<file path="src/rtl/txn_buf_pkg.sv">
package txn_buf_pkg;
  typedef enum logic [2:0] {
    ST_IDLE,
    ST_ACTIVE,
    ST_FETCH,
    ST_COMMIT,
    ST_ABORTED
  } tx_state_e;
endpackage

</file>
<file path="src/rtl/txn_first_set.sv">
module txn_first_set #(
  parameter int N  = 8,
  parameter int IW = 3
) (
  input  logic [N-1:0]  mask,
  output logic          found,
  output logic [IW-1:0] idx
);
  always_comb begin
    found = |mask;
    idx   = '0;
    for (int i = N - 1; i >= 0; i--) begin
      if (mask[i]) idx = IW'(i);
    end
  end
endmodule

</file>
<file path="src/rtl/txn_tag_match.sv">
module txn_tag_match #(
  parameter int N  = 8,
  parameter int AW = 16
) (
  input  logic [N-1:0]  valid,
  input  logic [AW-1:0] tags [N],
  input  logic [AW-1:0] key,
  output logic [N-1:0]  hit
);
  for (genvar g = 0; g < N; g++) begin : g_cmp
    assign hit[g] = valid[g] && (tags[g] == key);
  end
endmodule

</file>
<file path="src/rtl/txn_commit_seq.sv">
module txn_commit_seq #(
  parameter int N  = 8,
  parameter int AW = 16,
  parameter int IW = 3
) (
  input  logic          clk,
  input  logic          rst_n,
  input  logic          load,
  input  logic [N-1:0]  load_mask,
  input  logic          run,
  input  logic [AW-1:0] tags [N],
  input  logic          bc_ready,
  output logic          bc_valid,
  output logic [AW-1:0] bc_addr,
  output logic          busy
);
  logic [N-1:0]  pend;
  logic          found;
  logic [IW-1:0] idx;

  txn_first_set #(.N(N), .IW(IW)) u_pick (
    .mask (pend),
    .found(found),
    .idx  (idx)
  );

  assign busy     = found;
  assign bc_valid = run && found;
  assign bc_addr  = tags[idx];

  always_ff @(posedge clk or negedge rst_n) begin
    if (!rst_n) begin
      pend <= '0;
    end else if (load) begin
      pend <= load_mask;
    end else if (bc_valid && bc_ready) begin
      pend[idx] <= 1'b0;
    end
  end

  assert_bc_hold_R13: assert property (@(posedge clk) disable iff (!rst_n)
    (bc_valid && !bc_ready) |=> (bc_valid && $stable(bc_addr)));

  assert_bc_step_R6: assert property (@(posedge clk) disable iff (!rst_n)
    (bc_valid && bc_ready) |=> ($countones(pend) + 1 == $countones($past(pend))));
endmodule

</file>
<file path="src/rtl/txn_line_buffer.sv">
module txn_line_buffer
  import txn_buf_pkg::*;
#(
  parameter int N_LINES    = 8,
  parameter int ADDR_W     = 16,
  parameter int LINE_BYTES = 4
) (
  input  logic                    clk,
  input  logic                    rst_n,
  input  logic                    tx_begin,
  input  logic                    tx_commit,
  input  logic                    req_valid,
  output logic                    req_ready,
  input  logic                    req_store,
  input  logic [ADDR_W-1:0]       req_addr,
  input  logic [8*LINE_BYTES-1:0] req_wdata,
  input  logic [LINE_BYTES-1:0]   req_be,
  output logic                    rsp_valid,
  output logic [8*LINE_BYTES-1:0] rsp_data,
  output logic                    tx_aborted,
  output logic                    commit_done,
  output logic                    bus_rd_valid,
  input  logic                    bus_rd_ready,
  output logic [ADDR_W-1:0]       bus_rd_addr,
  input  logic                    fill_valid,
  input  logic [8*LINE_BYTES-1:0] fill_data,
  output logic                    bc_valid,
  input  logic                    bc_ready,
  output logic [ADDR_W-1:0]       bc_addr,
  input  logic                    snoop_valid,
  input  logic [ADDR_W-1:0]       snoop_addr
);
  localparam int LW = 8 * LINE_BYTES;
  localparam int IW = (N_LINES > 1) ? $clog2(N_LINES) : 1;

  tx_state_e         state;
  logic [N_LINES-1:0] ent_v, rset, wset;
  logic [ADDR_W-1:0] ent_tag [N_LINES];
  logic [LW-1:0]     old_d   [N_LINES];
  logic [LW-1:0]     new_d   [N_LINES];

  logic              p_store;
  logic [ADDR_W-1:0] p_addr;
  logic [LW-1:0]     p_wdata;
  logic [LINE_BYTES-1:0] p_be;
  logic [IW-1:0]     p_idx;
  logic              rd_sent, abort_pend;

  logic [N_LINES-1:0] req_hit, snp_hit;
  logic              req_found, inv_found, avl_found, alloc_ok;
  logic [IW-1:0]     req_idx, inv_idx, avl_idx, alloc_idx;
  logic              snp_conf, cap_abort, abort_now, req_fire;
  logic              seq_load, seq_busy;
  logic [LW-1:0]     st_merge, fill_merge;

  function automatic logic [LW-1:0] merge_bytes(input logic [LW-1:0] base,
                                                input logic [LW-1:0] wd,
                                                input logic [LINE_BYTES-1:0] be);
    logic [LW-1:0] r;
    r = base;
    for (int b = 0; b < LINE_BYTES; b++) begin
      if (be[b]) r[8*b +: 8] = wd[8*b +: 8];
    end
    return r;
  endfunction

  txn_tag_match #(.N(N_LINES), .AW(ADDR_W)) u_req_match (
    .valid(ent_v), .tags(ent_tag), .key(req_addr), .hit(req_hit)
  );
  txn_tag_match #(.N(N_LINES), .AW(ADDR_W)) u_snp_match (
    .valid(ent_v), .tags(ent_tag), .key(snoop_addr), .hit(snp_hit)
  );
  txn_first_set #(.N(N_LINES), .IW(IW)) u_req_pick (
    .mask(req_hit), .found(req_found), .idx(req_idx)
  );
  txn_first_set #(.N(N_LINES), .IW(IW)) u_inv_pick (
    .mask(~ent_v), .found(inv_found), .idx(inv_idx)
  );
  txn_first_set #(.N(N_LINES), .IW(IW)) u_avl_pick (
    .mask(~(rset | wset)), .found(avl_found), .idx(avl_idx)
  );

  assign alloc_ok  = inv_found || avl_found;
  assign alloc_idx = inv_found ? inv_idx : avl_idx;

  assign req_ready   = (state == ST_ACTIVE && !tx_commit) || (state == ST_ABORTED);
  assign req_fire    = req_valid && req_ready;
  assign snp_conf    = snoop_valid && |(snp_hit & (rset | wset));
  assign cap_abort   = (state == ST_ACTIVE) && !snp_conf && req_fire && !req_found && !alloc_ok;
  assign abort_now   = ((state == ST_ACTIVE || state == ST_FETCH) && snp_conf) || cap_abort;
  assign tx_aborted  = (state == ST_ABORTED) || (state == ST_FETCH && abort_pend);
  assign bus_rd_valid = (state == ST_FETCH) && !rd_sent;
  assign bus_rd_addr  = p_addr;
  assign commit_done  = (state == ST_COMMIT) && !seq_busy;
  assign seq_load     = (state == ST_ACTIVE) && tx_commit && !snp_conf;

  assign st_merge   = merge_bytes(new_d[req_idx], req_wdata, req_be);
  assign fill_merge = p_store ? merge_bytes(fill_data, p_wdata, p_be) : fill_data;

  txn_commit_seq #(.N(N_LINES), .AW(ADDR_W), .IW(IW)) u_commit (
    .clk(clk), .rst_n(rst_n), .load(seq_load), .load_mask(wset),
    .run(state == ST_COMMIT), .tags(ent_tag), .bc_ready(bc_ready),
    .bc_valid(bc_valid), .bc_addr(bc_addr), .busy(seq_busy)
  );

  always_ff @(posedge clk or negedge rst_n) begin
    if (!rst_n) begin
      state      <= ST_IDLE;
      ent_v      <= '0;
      rset       <= '0;
      wset       <= '0;
      rsp_valid  <= 1'b0;
      rsp_data   <= '0;
      p_store    <= 1'b0;
      p_addr     <= '0;
      p_wdata    <= '0;
      p_be       <= '0;
      p_idx      <= '0;
      rd_sent    <= 1'b0;
      abort_pend <= 1'b0;
      for (int i = 0; i < N_LINES; i++) begin
        ent_tag[i] <= '0;
        old_d[i]   <= '0;
        new_d[i]   <= '0;
      end
    end else begin
      rsp_valid <= 1'b0;
      // remote commits make held copies stale; the commit phase owns the bus
      if (state != ST_COMMIT) begin
        for (int i = 0; i < N_LINES; i++) begin
          if (snoop_valid && snp_hit[i]) ent_v[i] <= 1'b0;
        end
      end
      unique case (state)
        ST_IDLE: if (tx_begin) state <= ST_ACTIVE;
        ST_ACTIVE: begin
          if (abort_now) begin
            state <= ST_ABORTED;
          end else if (tx_commit) begin
            state <= ST_COMMIT;
          end else if (req_fire) begin
            if (req_found) begin
              if (req_store) begin
                new_d[req_idx] <= st_merge;
                wset[req_idx]  <= 1'b1;
                rsp_data       <= st_merge;
              end else begin
                rset[req_idx]  <= 1'b1;
                rsp_data       <= new_d[req_idx];
              end
              rsp_valid <= 1'b1;
            end else begin
              p_store    <= req_store;
              p_addr     <= req_addr;
              p_wdata    <= req_wdata;
              p_be       <= req_be;
              p_idx      <= alloc_idx;
              ent_v[alloc_idx] <= 1'b0;
              rd_sent    <= 1'b0;
              abort_pend <= 1'b0;
              state      <= ST_FETCH;
            end
          end
        end
        ST_FETCH: begin
          if (bus_rd_valid && bus_rd_ready) rd_sent <= 1'b1;
          if (snp_conf) abort_pend <= 1'b1;
          if (fill_valid && rd_sent) begin
            if (abort_pend || snp_conf) begin
              state <= ST_ABORTED;
            end else begin
              ent_v[p_idx]   <= 1'b1;
              ent_tag[p_idx] <= p_addr;
              old_d[p_idx]   <= fill_data;
              new_d[p_idx]   <= fill_merge;
              if (p_store) wset[p_idx] <= 1'b1;
              else         rset[p_idx] <= 1'b1;
              rsp_valid <= 1'b1;
              rsp_data  <= fill_merge;
              state     <= ST_ACTIVE;
            end
          end
        end
        ST_COMMIT: begin
          if (!seq_busy) begin
            for (int i = 0; i < N_LINES; i++) old_d[i] <= new_d[i];
            rset  <= '0;
            wset  <= '0;
            state <= ST_IDLE;
          end
        end
        ST_ABORTED: begin
          if (tx_begin) begin
            state      <= ST_ACTIVE;
            abort_pend <= 1'b0;
          end
        end
        default: state <= ST_IDLE;
      endcase
      if (abort_now) begin
        for (int i = 0; i < N_LINES; i++) new_d[i] <= old_d[i];
        rset <= '0;
        wset <= '0;
      end
    end
  end

  assert_unique_hit_R3: assert property (@(posedge clk) disable iff (!rst_n)
    req_valid |-> $onehot0(req_hit));

  assert_hit_rsp_R3: assert property (@(posedge clk) disable iff (!rst_n)
    (state == ST_ACTIVE && req_fire && req_found && !snp_conf) |=> rsp_valid);

  assert_rd_hold_R13: assert property (@(posedge clk) disable iff (!rst_n)
    (bus_rd_valid && !bus_rd_ready) |=> (bus_rd_valid && $stable(bus_rd_addr)));

  assert_sets_clear_R7: assert property (@(posedge clk) disable iff (!rst_n)
    commit_done |=> ((rset == '0) && (wset == '0) && !tx_aborted));

  assert_abort_clean_R5: assert property (@(posedge clk) disable iff (!rst_n)
    $rose(tx_aborted) |-> ((rset | wset) == '0));

  assert_aborted_drop_R12: assert property (@(posedge clk) disable iff (!rst_n)
    (state == ST_ABORTED && req_valid && !tx_begin) |=> (!rsp_valid && !bus_rd_valid));

  assert_conflict_abort_R8: assert property (@(posedge clk) disable iff (!rst_n)
    (state == ST_ACTIVE && snp_conf) |=> tx_aborted);
endmodule

</file>
<file path="config.mk">
export PLATFORM = sky130hd
export DESIGN_NAME = txn_line_buffer
export DESIGN_NICKNAME = d
export VERILOG_FILES = /design/src/rtl/txn_buf_pkg.sv /design/src/rtl/txn_first_set.sv /design/src/rtl/txn_tag_match.sv /design/src/rtl/txn_commit_seq.sv /design/src/rtl/txn_line_buffer.sv
export SDC_FILE = /design/constraint.sdc
export NUM_CORES = 2
export LEC_CHECK = 0
export BUFFER_PORTS_ARGS = -buffer_cell sky130_fd_sc_hd__clkbuf_2
export CAP_MARGIN = 0
export CORE_MARGIN = 4
export CORE_UTILIZATION = 55
export DETAILED_ROUTE_END_ITERATION = 10
export PLACE_DENSITY = 0.7
export RECOVER_POWER = 50
export SLEW_MARGIN = 20
export SYNTH_ARGS = -nofsm -noshare
export SYNTH_HDL_FRONTEND = slang
export SYNTH_SLANG_ARGS = --single-unit
</file>
<file path="constraint.sdc">
create_clock -name clk -period 5.44 [get_ports clk]
set_input_delay 1.088 -clock clk [delete_from_list [all_inputs] [get_ports clk]]
set_output_delay 1.088 -clock clk [all_outputs]
set_load 0.01 [all_outputs]
</file>
; Yosys cells after proc, flatten, opt, wreduce, memory -nomap -nowiden
; Cells that the tools add are included.
[totals]
register_bits = 766
inputBits = 110
output_inout_bits = 70
word_cells = 346
[op_classes]
n_lt_le_gt_ge = 13
n_eq_ne = 45
muxes = 148
bitwise_logic = 20
n_reduce_logical = 82
[ops]
columns = cell, count
row1 = $mux 256, 10
row2 = $pmux 256 s2, 2
row3 = $bwmux 256, 3
row4 = $mux 32, 12
row5 = $mux 8, 34
row6 = $eq 16x16->1, 16
row7 = $demux 32 s3, 2
row8 = $bwmux 128, 1
row9 = $mux 3, 41
row10 = $bmux 32 s3, 1
row11 = $pmux 32 s2, 1
row12 = $bmux 16 s3, 1
row13 = $demux 16 s3, 1
row14 = $mux 16, 3
row15 = $or 8x8->8, 6
row16 = $pmux 8 s3, 2
row17 = $logic_and 1x1->1, 47
row18 = $reduce_or 8->1, 5
row19 = $not 8->8, 4
row20 = $ne 3x3->1 const B, 9
row21 = $mux 1, 25
row22 = $and 8x8->8, 3
row23 = $reduce_and 7->1, 3
row24 = $ne 2x2->1 const B, 9
row25 = other kinds (29), 67

; Longest topological paths before layout
[depth]
depth_word = 22
mapped_depth = 15

; Hierarchy
; A second synthesis with hierarchy kept.
[hier_totals]
cells_unflattened = 4272
hier_area_um2 = 42515.8
[modules_own_cells]
columns = mod, instances, cells_per_inst, area_per_inst_um2, seq_area_each_um2
row1 = txn_line_buffer, 1, 3738, 37541.0, 18968.2
row2 = txn_tag_match, 2, 192, 1604.0, 0.0
row3 = txn_commit_seq, 1, 98, 1441.4, 200.2
row4 = txn_first_set, 4, 13, 81.3, 0.0

; Worst setup path before layout
; OpenSTA, ideal clock, no wires.
[synth_path]
kind = input-to-reg
from = input port req_addr[6]
to = register new_d[126] in the netlist's numbering
setup_ps = 126
t_arrival_ps = 3946
t_required_ps = 5314
slack_ps = 1368
stages = 13
path_buffers = 3
cell_sequence = buf_2 > xnor2_1 > nand2_1 > or4b_1 > or4_1 > buf_2 > a31oi_4 > buf_6 > nor2_4 > a211oi_4 > a21oi_4 > a221oi_1 > nor2_1
[synth_via]
elab_chain_len = 22
word_cells_on_any_way = 54
cone_classes = 2 x order compare / 14 x eq/ne / 21 x mux / 1 x bitwise / 16 x reduce/logical
[synth_rtl]
columns = item, line
row1 = "start, declared", txn_line_buffer.sv:15  ; input logic [ADDR_W-1:0] req_addr,
row2 = $eq 16x16->1, txn_tag_match.sv:11  ; assign hit[g] = valid[g] && (tags[g] == key);
row3 = $logic_and 1x1->1, txn_tag_match.sv:11
row4 = $mux 3 (8 in a row), txn_first_set.sv:13  ; if (mask[i]) idx = IW'(i);
row5 = $not 3->4 (implied by the code), "txn_line_buffer.sv:97, txn_line_buffer.sv:144"
row6 = "$ge 4x4->1 (implied by the code), or another cell as far along", txn_line_buffer.sv:144  ; new_d[req_idx] <= st_merge;
row7 = $logic_and 1x1->1 (implied by the code) / $mux 32 (equally long branches), "txn_line_buffer.sv:144, txn_line_buffer.sv:97"
row8 = "$mux 32, on equally long branches", "txn_line_buffer.sv:144, txn_line_buffer.sv:97"
row9 = $demux 32 s3 / $mux 8 (equally long branches), "txn_line_buffer.sv:144, txn_line_buffer.sv:62"
row10 = $bwmux 256, txn_line_buffer.sv:144
row11 = $mux 256, txn_line_buffer.sv:143  ; if (req_store) begin
row12 = $mux 256, txn_line_buffer.sv:142  ; if (req_found) begin
row13 = $mux 256, txn_line_buffer.sv:141  ; end else if (req_fire) begin
row14 = $mux 256, txn_line_buffer.sv:139  ; end else if (tx_commit) begin
row15 = $pmux 256 s2, txn_line_buffer.sv:134  ; unique case (state)
row16 = $mux 256, txn_line_buffer.sv:200  ; if (abort_now) begin
row17 = "end signal, assigned by index", txn_line_buffer.sv:144
row18 = "end signal, assigned by index", txn_line_buffer.sv:175  ; new_d[p_idx] <= fill_merge;
row19 = "end, declared", txn_line_buffer.sv:40  ; logic [LW-1:0] new_d [N_LINES];
; Several ways; a longest one is shown, not always the timed one. The select of a mux whose other input is x is not followed.
; A chain may end at the register's enable or synchronous reset.

; Worst setup path after layout
[layout_path]
from = input port req_addr[15]
to = register new_d[135] in the netlist's numbering
; The elaborated chain is that of the path after synthesis.

==> summary.txt <==
cell taking the most area after synthesis - dfrtp_1
largest net degree at the start of global routing - 146
CP Launch Type - primary input
clk_lat worst skew - 0.68 ns
cell count after synthesis - 4754
# resized after CTS - 0
FF/Latch Area - 19170 um^2
WHS - 0.4933 ns
CTS tree - done
PwrDens - 544.3 nW/um^2
WS Path Type - in -> reg
grt total ovfl - 0
Remaining DRCs - 0
FILL cells - 6556
RSZ-0062 raised after global routing - no
share of post-route cells with drive strength above 1 - 0.1681
Detailed Route WL - 190300 um
Final TNS setup - 0 ns
Final Hold Vio Count - 0
root buffer cell - clkbuf_16
Layout area overhead - 12.80%
IO Port Bufs - 179
status - finished with violations
initial antenna violation count - 10
vias in the first global route - 41.77k
Final Core Density - 0.6284
cell area after layout - 48920 um^2
Die Width - 288.8 um
Vias/cell - 7.370
htree depth - 3
Yosys reg bits - 766
Crit Path Max Fanout - 14
Final ANT Viol Nets - 0
placed cell areas - 46000 um^2
Cell Count, Final, Fillers Out - 5899
sequential area share after synthesis - 0.4420
CTS Sinks - 766
Inst Count DP - 5736
crit path DAT - 5.47 ns
failing checks - max-capacitance violations, max-slew violations
fin nets - 4895
Hold Buf Count CTS - 0
max capacitance violation total - 2
Post-synth top flop - dfrtp_1
Tmin final - 4.874 ns
routability cong. - 1.060
Post-Syn Nets - 4864
mean area per synthesized cell - 9.122 um^2
worst slew pin tran - 3.675 ns
crit path capture type - register
Bufs on Longest Clock Path - 3
maximum vdd drop - 353.9 uV
Worst Clk Skew - 0.03052 ns
synth warn - 0
gr usage total - 0.4446
top post-synthesis cells by area - dfrtp_1 44%, o22ai_1 7.5%, a21oi_1 5.4%, nor2_1 5.0%, mux2_2 4.8%
DIE AREA - 83410 um^2
multi-input logic area - 22440 um^2
Hold Path Class - reg -> reg
Final Slew Violations - 49
Post-synth EDFFs - 0
wire length of the first global-routing pass - 276000 um
Final period util - 0.8959
library cells used by synthesis - 96
Clk pin slew, worst setup/hold paths - 0.07 ns
P_leak - 20.11 nW
vias - 43.48k
Synth top area share - 0.4420
die height - 288.8 um
Final HPWL DP - 116600 um
setup violators final - 0
detailed-route wire length per cell - 32.26 um
count leader, synth - dfrtp_1
Async SR Flop Fraction - 1.000
Initial Utilization - 0.5571
I/O pins - 180
TritonRoute pass-1 iters - 7
num rows - 102
Detailed Route Iter0 Violations - 6623
Peak Freq - 205.2 MHz
Core ar. - 77850 um^2
CTS buffer count - 87
CP required - 6.03 ns
Syn Std Cell Area - 43370 um^2
Rel. slew slack - -1.450
most instantiated cells after synthesis - 766 x dfrtp_1, 576 x nor2_1, 517 x o22ai_1
post-CTS setup buffers - 0
-- worst paths after layout --
| path | startpoint | endpoint | slack, ns | cells after the start |
|---|---|---|---|---|
| worst max register to register | ent_tag[15] | new_d[135] | 0.78 | 12 |
| worst min register to register | rset[0] | rset[0] | 0.49 | 2 |
| worst max-delay path | req_addr[15] | new_d[135] | 0.57 | 13 |
| min in group asynchronous | rst_n | old_d[6] | 1.68 | 1 |
| max in group asynchronous | rst_n | old_d[71] | 1.06 | 2 |
| worst min-delay path | rset[0] | rset[0] | 0.49 | 2 |
-- final cells by class --
cell class                 count  area share
multi-input combinational   3478      0.4588
sequential                   766      0.3918
timing repair buffer         377     0.05606
clock buffer                 128     0.05259
tap                         1040     0.02660
clock inverter                29    0.008082
inverter                      75    0.005755
antenna                        6   0.0003069
-- layer usage --
metal | GRT usage | vias to the layer above | routed length, um
li1 | - | 17758 | -
met1 | 0.5616 | 21002 | 67600
met2 | 0.6485 | 3653 | 80470
met3 | 0.1558 | 1054 | 26670
met4 | 0.2889 | 10 | 15510
met5 | 0 | - | 63
-- registers in the layout (all words and copies together), names as in the netlist --
name	count
p_be	4
rsp_data	32
abort_pend	1
rsp_valid	1
rd_sent	1
bus_rd_addr	16
state	3
ent_v	8
old_d	256
new_d	256
wset	8
u_commit.pend	8
p_idx	3
ent_tag	128
p_store	1
p_wdata	32
rset	8
-- layout by cell type, fill, tap and decap left out, types with 163 or more instances in the layout --
cell       n
dfrtp_1  766
o21ai_0  217
a31oi_1  163
nand2_1  221
buf_4    163
o22ai_1  517
mux2_2   183
a21oi_1  460
nor2_1   569
xnor2_1  183
-- logic make-up (layout without fill, tap and decap cells) --
logic type | after synthesis | count (layout) | synth area share
buf+inv | 510 | 609 | 0.04885
xor+xnor | 256 | 256 | 0.05257
mux | 310 | 310 | 0.07689
other cells | 0 | 6 | 0
flops | 766 | 766 | 0.4420
compound gates | 1765 | 1765 | 0.2591
simple gates | 1147 | 1147 | 0.1206
-- stage by stage --
step | total power, mW | setup slack [ns]
3_3_place_gp | 19.74 | 0.2804
2_1_floorplan | 16.01 | 1.368
6_report | 26.63 | 0.5662
3_5_place_dp | 20.04 | 0.2077
5_1_grt | 27.67 | 0.4907
4_1_cts | 26.19 | 0.8697
-- power by group --
group / internal (mW) / total, mW / switching [mW]
clock: 3.62 / 6.18 / 2.55
sequential: 8.00 / 10.2 / 2.22
combinational: 3.67 / 10.2 / 6.56
-- worst max-delay path: stages --
cell and delay [ns]:
clkbuf_2 0.22, xnor2_1 0.40, nand4_1 0.12, or2_1 0.26, a2111oi_0 1.04, o211ai_2 0.30
a31oi_4 0.61, buf_4 0.43, and3_1 0.23, a211oi_2 0.05, a21oi_2 0.39, a221oi_1 0.14
nor2_1 0.16
Power figures use the tool's default switching activity.
